### config.mk
export PLATFORM = sky130hd
export DESIGN_NAME = blk_addr_ctr
export DESIGN_NICKNAME = d
export VERILOG_FILES = /design/src/rtl/blk_chk_pkg.sv /design/src/rtl/blk_addr_ctr.sv
export SDC_FILE = /design/constraint.sdc
export NUM_CORES = 1
export LEC_CHECK = 0
export BUFFER_PORTS_ARGS = -buffer_cell sky130_fd_sc_hd__buf_2
export CAP_MARGIN = 40
export CORE_AREA = 2 2 39 41
export CTS_BUF_LIST = sky130_fd_sc_hd__clkbuf_16
export DETAILED_ROUTE_END_ITERATION = 6
export DIE_AREA = 0 0 41 43
export PLACE_DENSITY_LB_ADDON = 0.25
export SLEW_MARGIN = 5
export SYNTH_ARGS = -nofsm -noshare
export SYNTH_HDL_FRONTEND = slang
export SYNTH_SLANG_ARGS = --single-unit
export TNS_END_PERCENT = 20
### constraint.sdc
create_clock -name clk -period 1.3 [get_ports clk]
set_input_delay 0.065 -clock clk [delete_from_list [all_inputs] [get_ports clk]]
set_output_delay 0.065 -clock clk [all_outputs]
set_load 0.005 [all_outputs]
### src/rtl/blk_chk_pkg.sv
package blk_chk_pkg;

  // address is a real memory location when below the block length
  function automatic logic addr_in_range(input int unsigned cnt, input int unsigned len);
    return cnt < len;
  endfunction

  // next count value with saturation at the top code
  function automatic int unsigned count_step(input int unsigned cnt, input int unsigned top);
    return (cnt >= top) ? top : cnt + 1;
  endfunction

  // late phase at the last location marks the block full
  function automatic logic is_last_slot(input int unsigned cnt, input int unsigned len);
    return cnt == len - 1;
  endfunction

endpackage

### src/rtl/blk_addr_ctr.sv
module blk_addr_ctr
  import blk_chk_pkg::*;
#(
  parameter int BLOCK_LEN = 120,
  parameter int CW        = $clog2(BLOCK_LEN) + 1
) (
  input  logic          clk,
  input  logic          rst_n,
  input  logic          clear,
  input  logic          step,
  input  logic          inhibit,
  output logic [CW-1:0] addr,
  output logic          addr_ok,
  output logic          full_hit,
  output logic          wr_en
);
  localparam int unsigned TOP = (1 << CW) - 1;

  always_ff @(posedge clk or negedge rst_n) begin
    if (!rst_n)      addr <= '0;
    else if (clear)  addr <= '0;
    else if (step)   addr <= CW'(count_step(32'(addr), TOP));
  end

  assign addr_ok  = addr_in_range(32'(addr), BLOCK_LEN);
  assign full_hit = step && is_last_slot(32'(addr), BLOCK_LEN);
  assign wr_en    = step && addr_ok && !inhibit;

  // one step per accepted late phase
  p_step_r2: assert property (@(posedge clk) disable iff (!rst_n)
    (step && !clear && addr != '1) |=> addr == $past(addr) + CW'(1));
  // no movement without a step
  p_hold_r2: assert property (@(posedge clk) disable iff (!rst_n)
    (!step && !clear) |=> $stable(addr));
endmodule

==> Yosys cells after proc, flatten, opt, wreduce, memory -nomap -nowiden <==
Index checks and enable logic that the tools add are counted.
{ "word_totals": {"ramBits": 0, "latch_bits": 0, "output_inout_bits": 11, "n_memories": 0, "inputBits": 5, "rom_bits": 0, "ff_bits": 8, "elab_cells": 13} }
{ "classes": {"n_addsub": 1, "shift": 0, "reduce_logical": 5, "n_lt_le_gt_ge": 2, "eq_ne": 1, "n_mul": 0, "div_mod_pow": 0, "mux": 3, "n_bitwise": 0} }
{ "ops": {"columns": ["cell", "count"], "rows": [
  ["$mux W8", 3],
  ["$add A8 B1 Y8 const B", 1],
  ["$eq A8 B7 Y1 const B", 1],
  ["$ge A8 B8 Y1 const B", 1],
  ["$lt A8 B7 Y1 const B", 1],
  ["$logic_and A1 B1 Y1", 3],
  ["$reduce_bool A2 Y1", 1],
  ["$logic_not A1 Y1", 1]
]} }

==> Depth between registers and ports, before layout <==
Gate-level depths: netlist of run 1.
{ "logic_depth": {"depth_word": 4, "ltp_mapped": 5, "mapped_depth_nobuf": 4} }

==> Worst setup path after synthesis of run 1 <==
No wires, ideal clock.
{ "synth_path": {"kind": "register to register", "start": "register addr[3]", "end": "register addr[1]", "stages_incl_launch_ff": 5, "n_path_buf": 1, "setup_ns": 0.096, "t_arrival_ns": 1.134, "period_less_slack_ns": 1.230, "slack_ns": 0.070, "required_time_ns": 1.204, "cell_sequence": "dfrtp_1 -> and4_1 -> buf_6 -> nand4_4 -> a311oi_2"} }
{ "synth_via": {"elab_chain_len": 4} }
{ "synth_rtl": {"columns": ["element", "line_no", "source"], "rows": [
  ["from (decl)", "blk_addr_ctr.sv:12", "output logic [CW-1:0] addr,"],
  ["from (signal assigned)", "blk_addr_ctr.sv:22", "else if (step) addr <= CW'(count_step(32'(addr), TOP));"],
  ["$ge A8 B8 Y1", "blk_chk_pkg.sv:10", "return (cnt >= top) ? top : cnt + 1;"],
  ["$mux W8", "blk_chk_pkg.sv:10", null],
  ["$mux W8", "blk_addr_ctr.sv:22", null],
  ["$mux W8", "blk_addr_ctr.sv:21", "else if (clear) addr <= '0;"]
]} }
No other way between the ends. The select of a mux whose other input is x is not followed.
A chain may end at the register's enable or synchronous reset.

==> Worst setup path after layout of run 1 <==
{ "layout_path": {"start": "register addr[5]", "end": "output port wr_en"} }
{ "layout_via": {"elab_chain_len": 3} }
{ "layout_rtl": {"columns": ["element", "line_no", "source"], "rows": [
  ["$lt A8 B7 Y1", "blk_chk_pkg.sv:5", "return cnt < len;"],
  ["$logic_and A1 B1 Y1 (2 in series)", "blk_addr_ctr.sv:27", "assign wr_en = step && addr_ok && !inhibit;"],
  ["to (decl)", "blk_addr_ctr.sv:15", "output logic wr_en"]
]} }
No other way between the ends.

==> results of run 1 <==
power groups by stage:
stage                     clock network [uW]  logic [uW]  registers [uW]
final                                    509        66.8             262
after floorplan                            0        22.2             266
after CTS                                522        56.9             263
after global placement                     0        51.8             263
after detailed placement                   0        51.8             264
after global routing                     541        75.9             263
logic make-up (layout without fill, tap and decap cells):
logic type | after synthesis | in the layout
simple gates | 16 | 16
flops | 8 | 8
compound gates | 15 | 15
fa+ha+maj | 1 | 1
buf+inv | 5 | 27
critical path: cells and delay by family (launching register included):
family        cells  cell delay, ns
flops             1            0.38
buf+inv           1            0.14
simple gates      2            0.43
timing repair:
action | 4_1_cts | 5_1_grt
pin swaps | 0 | 2
hold buffers | 1 | 0
setup buffers | 0 | 1
endpoints found under the hold margin | 8 | 0
setup endpoints to repair | 2 | 2
gates resized for setup | 4 | 8
how the worst min path moves through the flow:
stage	from	to	cells after the start	slack, ns
2_1_floorplan	rst_n	addr[0]$_DFFE_PN0P_	0	-0.23
3_3_place_gp	rst_n	addr[4]$_DFFE_PN0P_	1	-0.08
3_5_place_dp	rst_n	addr[4]$_DFFE_PN0P_	1	-0.08
4_1_cts	clear	addr[1]$_DFFE_PN0P_	2	0.1
5_1_grt	clear	addr[1]$_DFFE_PN0P_	2	0.14
6_report	clear	addr[1]$_DFFE_PN0P_	2	0.10
metal layers:
| metal | global-route usage | part of all wire | vias to the layer above |
|---|---|---|---|
| met4 | 0.120 | 0.0084 | 0 |
| met1 | 0.249 | 0.48 | 222 |
| met5 | 0 | 0 | - |
| li1 | - | - | 225 |
| met3 | 0.0314 | 0.055 | 2 |
| met2 | 0.194 | 0.45 | 17 |
area by class of cell:
| class | instances | area (sq um) |
|---|---|---|
| clock buffers | 3 | 75.1 |
| multi-input cells | 32 | 285 |
| repair buffers | 23 | 141 |
| fillers | 133 | 657 |
| well taps | 16 | 20.0 |
| inverters | 1 | 3.75 |
| flip-flops and latches | 8 | 201 |
metrics by stage:
| step | worst slack [ns] | hold slack, ns | setup TNS, ns | cell area, sq um |
|---|---|---|---|---|
| after floorplan | 0.0703 | -0.231 | 0 | 483 |
| after global placement | -0.00112 | -0.0807 | -0.00112 | 581 |
| after detailed placement | 0.0210 | -0.0791 | 0 | 581 |
| after CTS | -0.0254 | 0.0995 | -0.0254 | 681 |
| after global routing | -0.0141 | 0.136 | -0.0212 | 727 |
| final | 0.0570 | 0.103 | 0 | 727 |
layout by cell type (no fill, tap or decap):
| cell type | synthesis | routed |
|---|---|---|
| buf_2 | 1 | 15 |
| dfrtp_1 | 8 | 7 |
| buf_4 | 1 | 6 |
| a21oi_1 | 5 | 5 |
| a31oi_1 | 3 | 3 |
| nor3_1 | 4 | 3 |
| a311oi_1 | 3 | 3 |
| clkbuf_16 | 0 | 3 |
| nor2_1 | 2 | 2 |
| o21bai_1 | 2 | 2 |
| nand3_4 | 0 | 1 |
| nand4b_1 | 1 | 1 |
| nor3_2 | 0 | 1 |
| and4_4 | 0 | 1 |
| nor4b_4 | 0 | 1 |
| nand4_4 | 1 | 1 |
| and3_1 | 1 | 1 |
| and3_2 | 1 | 1 |
| and4b_1 | 1 | 1 |
| and4_2 | 0 | 1 |
| nand2_1 | 1 | 1 |
| a21boi_0 | 1 | 1 |
| inv_1 | 1 | 1 |
| a311oi_2 | 1 | 1 |
| ha_4 | 0 | 1 |
| dfrtp_2 | 0 | 1 |
| dlygate4sd3_1 | 0 | 1 |
| buf_6 | 1 | 1 |
synthesized netlist by cell type:
| cell | n | area, sq um |
|---|---|---|
| a21boi_0 | 1 | 7.51 |
| a21oi_1 | 5 | 25.0 |
| a311oi_1 | 3 | 26.3 |
| a311oi_2 | 1 | 15.0 |
| a31oi_1 | 3 | 18.8 |
| and3_1 | 1 | 6.26 |
| and3_2 | 1 | 7.51 |
| and4_1 | 2 | 17.5 |
| and4b_1 | 1 | 10.0 |
| buf_2 | 1 | 5.00 |
| buf_4 | 1 | 7.51 |
| buf_6 | 1 | 11.3 |
| bufbuf_8 | 1 | 18.8 |
| dfrtp_1 | 8 | 200 |
| ha_1 | 1 | 12.5 |
| inv_1 | 1 | 3.75 |
| nand2_1 | 1 | 3.75 |
| nand3_1 | 1 | 5.00 |
| nand4_4 | 1 | 21.3 |
| nand4b_1 | 1 | 8.76 |
| nor2_1 | 2 | 7.51 |
| nor3_1 | 4 | 20.0 |
| nor4b_1 | 1 | 8.76 |
| o21bai_1 | 2 | 15.0 |
==> reports/metrics.cfg, run 1 <==
[synthesis]
ys_seq_elements = 8
postSynthAreaPerCell_sq_um = 10.7
synth_top_family_by_area = simple AND/OR/NAND/NOR gates
synthAdderAreaFrac = 0.0259
synth_warnings = 0
synthCells = 45
synth_cell_types = 24
synth_compound_area_frac = 0.223
synthSimpleGateAreaFrac = 0.241
synth_mux_area_frac = 0
synthesis.nets = 51
synth_area_sq_um = 483
synth_xor_area_frac = 0
seq_area_frac_synth = 0.415

[global_routing]
antenna_found_initial = 0
grt_use_total = 0.163
gr-total-overflow = 0
grt_first_pass_wirelength_mm = 1.90
grt_pass1_vias = 413
grt_max_degree = 11

[power_and_ir_drop]
netSwitchingFraction = 0.182
pwr-share-clk = 0.607
pwr_density_cell_nw_per_um2 = 1150
power.total_uw = 838
intPower_uw = 685
power_switching_uw = 153
p_leak_uw = 0.000349
ir_worst_vdd_mv = 0.770
power_frac_comb = 0.080
p_seq_frac = 0.313

[layout]
stdcell_count = 83
largest_register_ffs = 8
drive_gt1_frac = 0.522
nets = 75
syn2layout_area_growth_pct = 50.5
diodes = 0
largest-register = addr
reg_top3 = addr (8)
post-route-util = 0.525

[floorplan]
dieArea_sq_um = 1760
die_w_microns = 41
boundaryPins = 16
core_sq_um = 1380
start_util = 0.349
die_h_microns = 43
fp-row-count = 14

[clock_network]
cts_htree_levels = 1
cts.sinks = 8
root_buffer = clkbuf_16
numCtsBuffers = 3
clkLatencyLatePin_ns = 0.23
cts_buffer_depth = 2
cts_tree = done
cts.reportedPaths.clkPinSlew_ns = 0.04

[critical_path]
worst_setup_path_start_kind = flop
end_kind = output pin
cp.required_ns = 1.24
r2r_cells = 4
r2r_slack_ns = 0.06
reg2reg_from = addr[1]$_DFFE_PN0P_
worstReg2RegEnd = addr[5]$_DFFE_PN0P_
critPathKind = reg2out
crit_end = wr_en
crit_fanout = 6
slowest_delay_ns = 0.38
crit_arrival_ns = 1.18
slowest_stage = dfrtp_1
startpoint = addr[5]$_DFFE_PN0P_
worstPathCellList = and4_4 -> nor4b_4 -> buf_2

[routing]
vias = 466
drt_iter0_markers = 10
first_pass_iters = 4
remaining_drc_errors = 0
vias_per_cell = 5.61
drt_wl_total_mm = 1.19
wire_per_inst_microns = 14.4
antenna_left = 0

[timing]
min_period_over_period = 0.956
slew_headroom = 0.842
fin_crit_ns = 1.24
setup_viol = 0
tightestPinTransition_ns = 0.236
slew_violations = 0
max_freq_mhz = 805
rsz0062_at_grt = true
clock_skew_ns = 0.000821
hold_viol = 0

[status]
status = complete, no violations

[placed_design]
placed_cells = 78
place_congestion = 0.682
numPortBuffers = 15
hpwl_microns = 808

[flow_run]
max-cap-violations = 0

[min_path]
hp-class = in2reg

Power figures use the tool's default switching activity.
==> run 2, diff against run 1 <==
--- a/config.mk
+++ b/config.mk
@@ -6,11 +6,12 @@
 export NUM_CORES = 1
 export LEC_CHECK = 0
 export BUFFER_PORTS_ARGS = -buffer_cell sky130_fd_sc_hd__buf_2
-export CAP_MARGIN = 40
-export CORE_AREA = 2 2 39 41
+export CELL_PAD_IN_SITES_DETAIL_PLACEMENT = 0
+export CELL_PAD_IN_SITES_GLOBAL_PLACEMENT = 2
+export CORE_MARGIN = 2
+export CORE_UTILIZATION = 28
 export CTS_BUF_LIST = sky130_fd_sc_hd__clkbuf_16
 export DETAILED_ROUTE_END_ITERATION = 6
-export DIE_AREA = 0 0 41 43
 export PLACE_DENSITY_LB_ADDON = 0.25
 export SLEW_MARGIN = 5
 export SYNTH_ARGS = -nofsm -noshare
==> constraint.sdc (replaced) <==
create_clock -name clk -period 1.23 [get_ports clk]
set_input_delay 0.0615 -clock clk [delete_from_list [all_inputs] [get_ports clk]]
set_output_delay 0.0615 -clock clk [all_outputs]
set_load 0.005 [all_outputs]
==> reports/metrics.cfg, run 2 (synthesized netlist as in run 1, its figures left out) <==
[status]
status = finished with violations
violations = negative setup slack

[critical_path]
crit_arrival_ns = 1.27
worstPathCellList = and4_4 -> buf_6 -> nor4b_4 -> buf_2
cp.required_ns = 1.17
worst_setup_path_start_kind = flop
end_kind = output pin
critPathKind = reg2out
crit_fanout = 3
slowest_delay_ns = 0.38
slowest_stage = dfrtp_1

[layout]
nets = 81
largest_register_ffs = 8
syn2layout_area_growth_pct = 62.2
multi_input_area_sq_um = 292
mostFrequentLayoutCell = buf_2
stdcell_count = 90
layout_common_cells = buf_2, buf_4, dfrtp_1
reg_top3 = addr (8)
largest-register = addr
drive_gt1_frac = 0.589
diodes = 0
fill_cells = 177
regArea_sq_um = 201

[timing]
fin_setup_tns_ns = -0.145
max_freq_mhz = 749
min_period_over_period = 1.09
setup_viol = 2
slew_violations = 0
rsz0062_at_grt = true
clock_skew_ns = 0.00208
fin_crit_ns = 1.33
fin_ws_ns = -0.105
slew_headroom = 0.723
holdWs_ns = 0.128
tightestPinTransition_ns = 0.415
hold_viol = 0

[power_and_ir_drop]
pwr-share-clk = 0.607
power_switching_uw = 182
ir_worst_vdd_mv = 0.753
netSwitchingFraction = 0.198
power_frac_comb = 0.088
p_seq_frac = 0.305
power.total_uw = 915
intPower_uw = 733
p_leak_uw = 0.000384
pwr_density_cell_nw_per_um2 = 1170

[global_routing]
antenna_found_initial = 0
gr-total-overflow = 0
grt_first_pass_wirelength_mm = 2.03
grt_use_total = 0.147
grt_max_degree = 11
grt_pass1_vias = 453

[routing]
drt_wl_total_mm = 1.36
first_pass_iters = 4
remaining_drc_errors = 0
antenna_left = 0
vias = 501
wire_per_inst_microns = 15.1
vias_per_cell = 5.57
drt_iter0_markers = 5

[clock_network]
cts.sinks = 8
cts_buffer_depth = 2
cts.reportedPaths.clkPinSlew_ns = 0.04
numCtsBuffers = 3
root_buffer = clkbuf_16
clkLatencyLatePin_ns = 0.24
cts_tree = done
cts_htree_levels = 1

[floorplan]
die_h_microns = 45.5
die_w_microns = 45.5
boundaryPins = 16
dieArea_sq_um = 2070
core_sq_um = 1670
fp-row-count = 15
start_util = 0.289

[flow_run]
max-cap-violations = 0

[placed_design]
hpwl_microns = 905
place_congestion = 0.711
numPortBuffers = 15
pre_cts_ws_ns = -0.0207
placed_cells = 83

[min_path]
hp-class = in2reg

[run 2: cell types whose count changed in the layout (fill, tap and decap cells not counted)]
| cell | change |
|---|---|
| a311oi_1 | -1 |
| a311oi_2 | +1 |
| a31oi_1 | -1 |
| a31oi_2 | +1 |
| and4_2 | -1 |
| and4_4 | +1 |
| buf_4 | +5 |
| buf_6 | +1 |
| nand3_2 | +1 |
| nand3_4 | -1 |
[run 2: stage by stage]
stage	util	instance area (sq um)
floorplan	-	483
finish	0.469	783
CTS	0.449	751
global route	0.469	783
global placement	0.366	612
detailed placement	0.366	612
[run 2: worst paths after layout]
check / start / end / slack [ns] / cells after the start
setup / recovery: addr[6]$_DFFE_PN0P_ / wr_en / -0.10 / 4
hold / removal: clear / addr[1]$_DFFE_PN0P_ / 0.13 / 2
setup reg to reg: addr[0]$_DFFE_PN0P_ / addr[5]$_DFFE_PN0P_ / 0 / 4
hold reg to reg: addr[3]$_DFFE_PN0P_ / addr[3]$_DFFE_PN0P_ / 0.59 / 2
max in group asynchronous: rst_n / addr[2]$_DFFE_PN0P_ / 0.84 / 2
min in group asynchronous: rst_n / addr[6]$_DFFE_PN0P_ / 0.20 / 2
[run 2: final cells by class]
class / count / area share
Multi-Input combinational cell: 32 / 0.372
Sequential cell: 8 / 0.257
Timing Repair Buffer: 29 / 0.243
Clock buffer: 3 / 0.0958
Tap cell: 17 / 0.0272
Inverter: 1 / 0.00479
[run 2: repair_timing]
action                     CTS  global route
hold buffers                 1             0
setup buffers                3             0
gates cloned                 0             0
hold endpoints to repair     8             0
setup endpoints to repair    7             9
pin swaps                    3             2
gates resized for setup      8             6
[run 2: layer usage]
| layer | part of all wire | global-route usage | wire length, microns | vias to the layer above |
|---|---|---|---|---|
| li1 | - | - | - | 234 |
| met4 | 0.024 | 0.124 | 32 | 0 |
| met3 | 0.058 | 0.0357 | 79 | 5 |
| met2 | 0.49 | 0.206 | 664 | 14 |
| met5 | 0 | 0 | 0 | - |
| met1 | 0.43 | 0.186 | 585 | 248 |
[run 2: critical path, delay by kind of cell, from the launching register on]
| kind | cells | cell delay, ns |
|---|---|---|
| AND/OR/NAND/NOR | 2 | 0.39 |
| buffers and inverters | 2 | 0.27 |
| flip-flops | 1 | 0.38 |
[run 2: power by group through the flow]
| stage | Sequential (uW) | Clock (uW) | Combinational (uW) |
|---|---|---|---|
| 2_1_floorplan | 281 | 0 | 23.4 |
| 3_3_place_gp | 280 | 0 | 59.8 |
| 3_5_place_dp | 280 | 0 | 59.6 |
| 4_1_cts | 278 | 566 | 75.5 |
| 5_1_grt | 279 | 566 | 89.6 |
| 6_report | 279 | 555 | 80.9 |
==> run 3, diff against run 2 <==
--- a/config.mk
+++ b/config.mk
@@ -5,11 +5,12 @@
 export SDC_FILE = /design/constraint.sdc
 export NUM_CORES = 1
 export LEC_CHECK = 0
+export ABC_AREA = 1
 export BUFFER_PORTS_ARGS = -buffer_cell sky130_fd_sc_hd__buf_2
 export CELL_PAD_IN_SITES_DETAIL_PLACEMENT = 0
 export CELL_PAD_IN_SITES_GLOBAL_PLACEMENT = 2
 export CORE_MARGIN = 2
-export CORE_UTILIZATION = 28
+export CORE_UTILIZATION = 25
 export CTS_BUF_LIST = sky130_fd_sc_hd__clkbuf_16
 export DETAILED_ROUTE_END_ITERATION = 6
 export PLACE_DENSITY_LB_ADDON = 0.25
==> reports/metrics.cfg, run 3 <==
[critical_path]
cp_num_buf_inv = 1
worstPathCellList = ha_2 -> nand2_2 -> nor3_2 -> and3_1 -> buf_2
crit_arrival_ns = 1.22
end_kind = output pin
worst_setup_path_start_kind = flop
r2r_slack_ns = -0.05
critPathKind = reg2out
cp_num_cells = 5
slowest_delay_ns = 0.35
crit_end = full_hit
startpoint = addr[1]$_DFFE_PN0P_
reg2reg_from = addr[1]$_DFFE_PN0P_
cp_top_family = flip-flops
worstReg2RegEnd = addr[2]$_DFFE_PN0P_
crit_fanout = 2
r2r_cells = 8
slowest_stage = dfrtp_1
cp.required_ns = 1.17

[timing]
slew_violations = 0
fin_crit_ns = 1.29
hold_viol = 0
min_period_over_period = 1.05
clock_skew_ns = 0.000352
tightestPinTransition_ns = 0.276
slew_headroom = 0.816
rsz0062_at_grt = true
fin_ws_ns = -0.0554
setup_viol = 7
max_freq_mhz = 778

[min_path]
holdCritStartpoint = step
hp-class = in2reg

[floorplan]
dieArea_sq_um = 2500
boundaryPins = 16
die_h_microns = 50.0
core_sq_um = 1980
die_w_microns = 50.0
fp-row-count = 16
start_util = 0.266

[status]
violations = negative setup slack
status = finished with violations

[routing]
remaining_drc_errors = 0
antenna_left = 0
vias = 568
vias_per_cell = 4.44
drt_wl_total_mm = 1.42
drt_iter0_markers = 9
first_pass_iters = 4
wire_per_inst_microns = 11.1

[power_and_ir_drop]
ir_worst_vdd_mv = 0.623
p_leak_uw = 0.000398
pwr_density_cell_nw_per_um2 = 1140
netSwitchingFraction = 0.199
p_seq_frac = 0.304
power.total_uw = 904
intPower_uw = 724
pwr-share-clk = 0.613
power_frac_comb = 0.084
power_switching_uw = 180

[layout]
drive_gt1_frac = 0.366
reg_top3 = addr (8)
design_area_sq_um = 791
nets = 109
largest-register = addr
largest_register_ffs = 8
syn2layout_area_growth_pct = 49.8
stdcell_count = 128
layout_common_cells = nand2_1, buf_2, inv_1
diodes = 0
mostFrequentLayoutCell = nand2_1

[synthesis]
synth_top_family_by_area = simple AND/OR/NAND/NOR gates
synth_mux_area_frac = 0
synth_area_sq_um = 528
synth_xor_area_frac = 0
synthCells = 75
async_flop_share = 1.00
yosysMostFrequentCell = nand2_1
postSynthAreaPerCell_sq_um = 7.04
seq_area_frac_synth = 0.379
synth_area_leaders = dfrtp_1, nand2_1, nor2_4
synth_ff_type = dfrtp_1
synthAdderAreaFrac = 0.0237
synth_warnings = 0
synth_cell_types = 14
synthSimpleGateAreaFrac = 0.429
synthTopCellsByCount = nand2_1, inv_1, dfrtp_1, nor2_1
synthesis.nets = 81
synth.largest_area_cell = dfrtp_1
synth_edf_count = 0
synth_compound_area_frac = 0.104
synthDominantCellAreaShare = 0.379
ys_seq_elements = 8

[clock_network]
cts.reportedPaths.clkPinSlew_ns = 0.04
cts_tree = done
cts_buffer_depth = 2
numCtsBuffers = 3
cts_htree_levels = 1
cts.sinks = 8
clkLatencyLatePin_ns = 0.23
root_buffer = clkbuf_16

[placed_design]
placed_cells = 121
pre_cts_ws_ns = 0.0509
place_congestion = 0.820
numPortBuffers = 15
placed_area_sq_um = 667
hpwl_mm = 1.11

[global_routing]
grt_first_pass_wirelength_mm = 2.43
gr-total-overflow = 0
grt_pass1_vias = 537
antenna_found_initial = 0
grt_use_total = 0.133
grt_max_degree = 9

[flow_run]
max-cap-violations = 0

==> run 3: timing repair <==
item | in CTS | in global routing
resized for setup | 4 | 4
hold buffers | 1 | 0
gates cloned | 0 | 0
setup buffers | 3 | 0
pin swaps | 2 | 4
hold endpoints to repair | 8 | 0
endpoints found under the setup margin | 2 | 11
==> run 3: power groups by stage <==
stage	logic (uW)	registers, uW	clock network (uW)
2_1_floorplan	23.6	281	0
3_3_place_gp	70.1	277	0
3_5_place_dp	67.8	278	0
4_1_cts	74.8	274	563
5_1_grt	86.7	275	577
6_report	75.5	274	554
==> run 3: through the flow <==
step	utilization	TNS [ns]	hold slack, ns
4_1_cts	0.396	-0.224	0.137
6_report	0.399	-0.228	0.135
3_5_place_dp	0.336	0	-0.0780
3_3_place_gp	0.336	0	-0.0737
5_1_grt	0.399	-1.02	0.179
2_1_floorplan	-	0	-0.234
==> run 3: metal layers <==
layer,share of wire,up-vias,GRT usage
met5,0,-,0
met3,0.041,4,0.0273
met1,0.52,254,0.200
met2,0.42,15,0.167
li1,-,295,-
met4,0.020,0,0.0833
==> run 3: worst min-delay path by stage <==
stage	endpoint	slack (ns)	depth (start not counted)
floorplan	addr[0]$_DFFE_PN0P_	-0.23	0
global placement	addr[1]$_DFFE_PN0P_	-0.07	1
detailed placement	addr[1]$_DFFE_PN0P_	-0.08	1
CTS	addr[4]$_DFFE_PN0P_	0.14	4
global route	addr[4]$_DFFE_PN0P_	0.18	4
finish	addr[4]$_DFFE_PN0P_	0.13	4
==> run 3: cells by family after synthesis <==
family / Yosys count
compound gates: 10
simple gates: 47
fa+ha+maj: 1
buf+inv: 9
flops: 8
==> run 3: worst register-to-register path, cell delays in order (launching register included) <==
cell	delay [ns]
dfrtp_1	0.35
ha_2	0.19
nand2_2	0.06
buf_4	0.15
nor2_4	0.14
nand2_2	0.11
o21ai_1	0.10
nand2_1	0.06
nand2_1	0.05
==> run 3: layout make-up <==
cell class | count | area, sq um
Timing Repair Buffer | 23 | 138
Tap cell | 27 | 33.8
Clock buffer | 3 | 75.1
Sequential cell | 8 | 200
Fill cell | 212 | 1190
Multi-Input combinational cell | 58 | 310
Inverter | 9 | 33.8
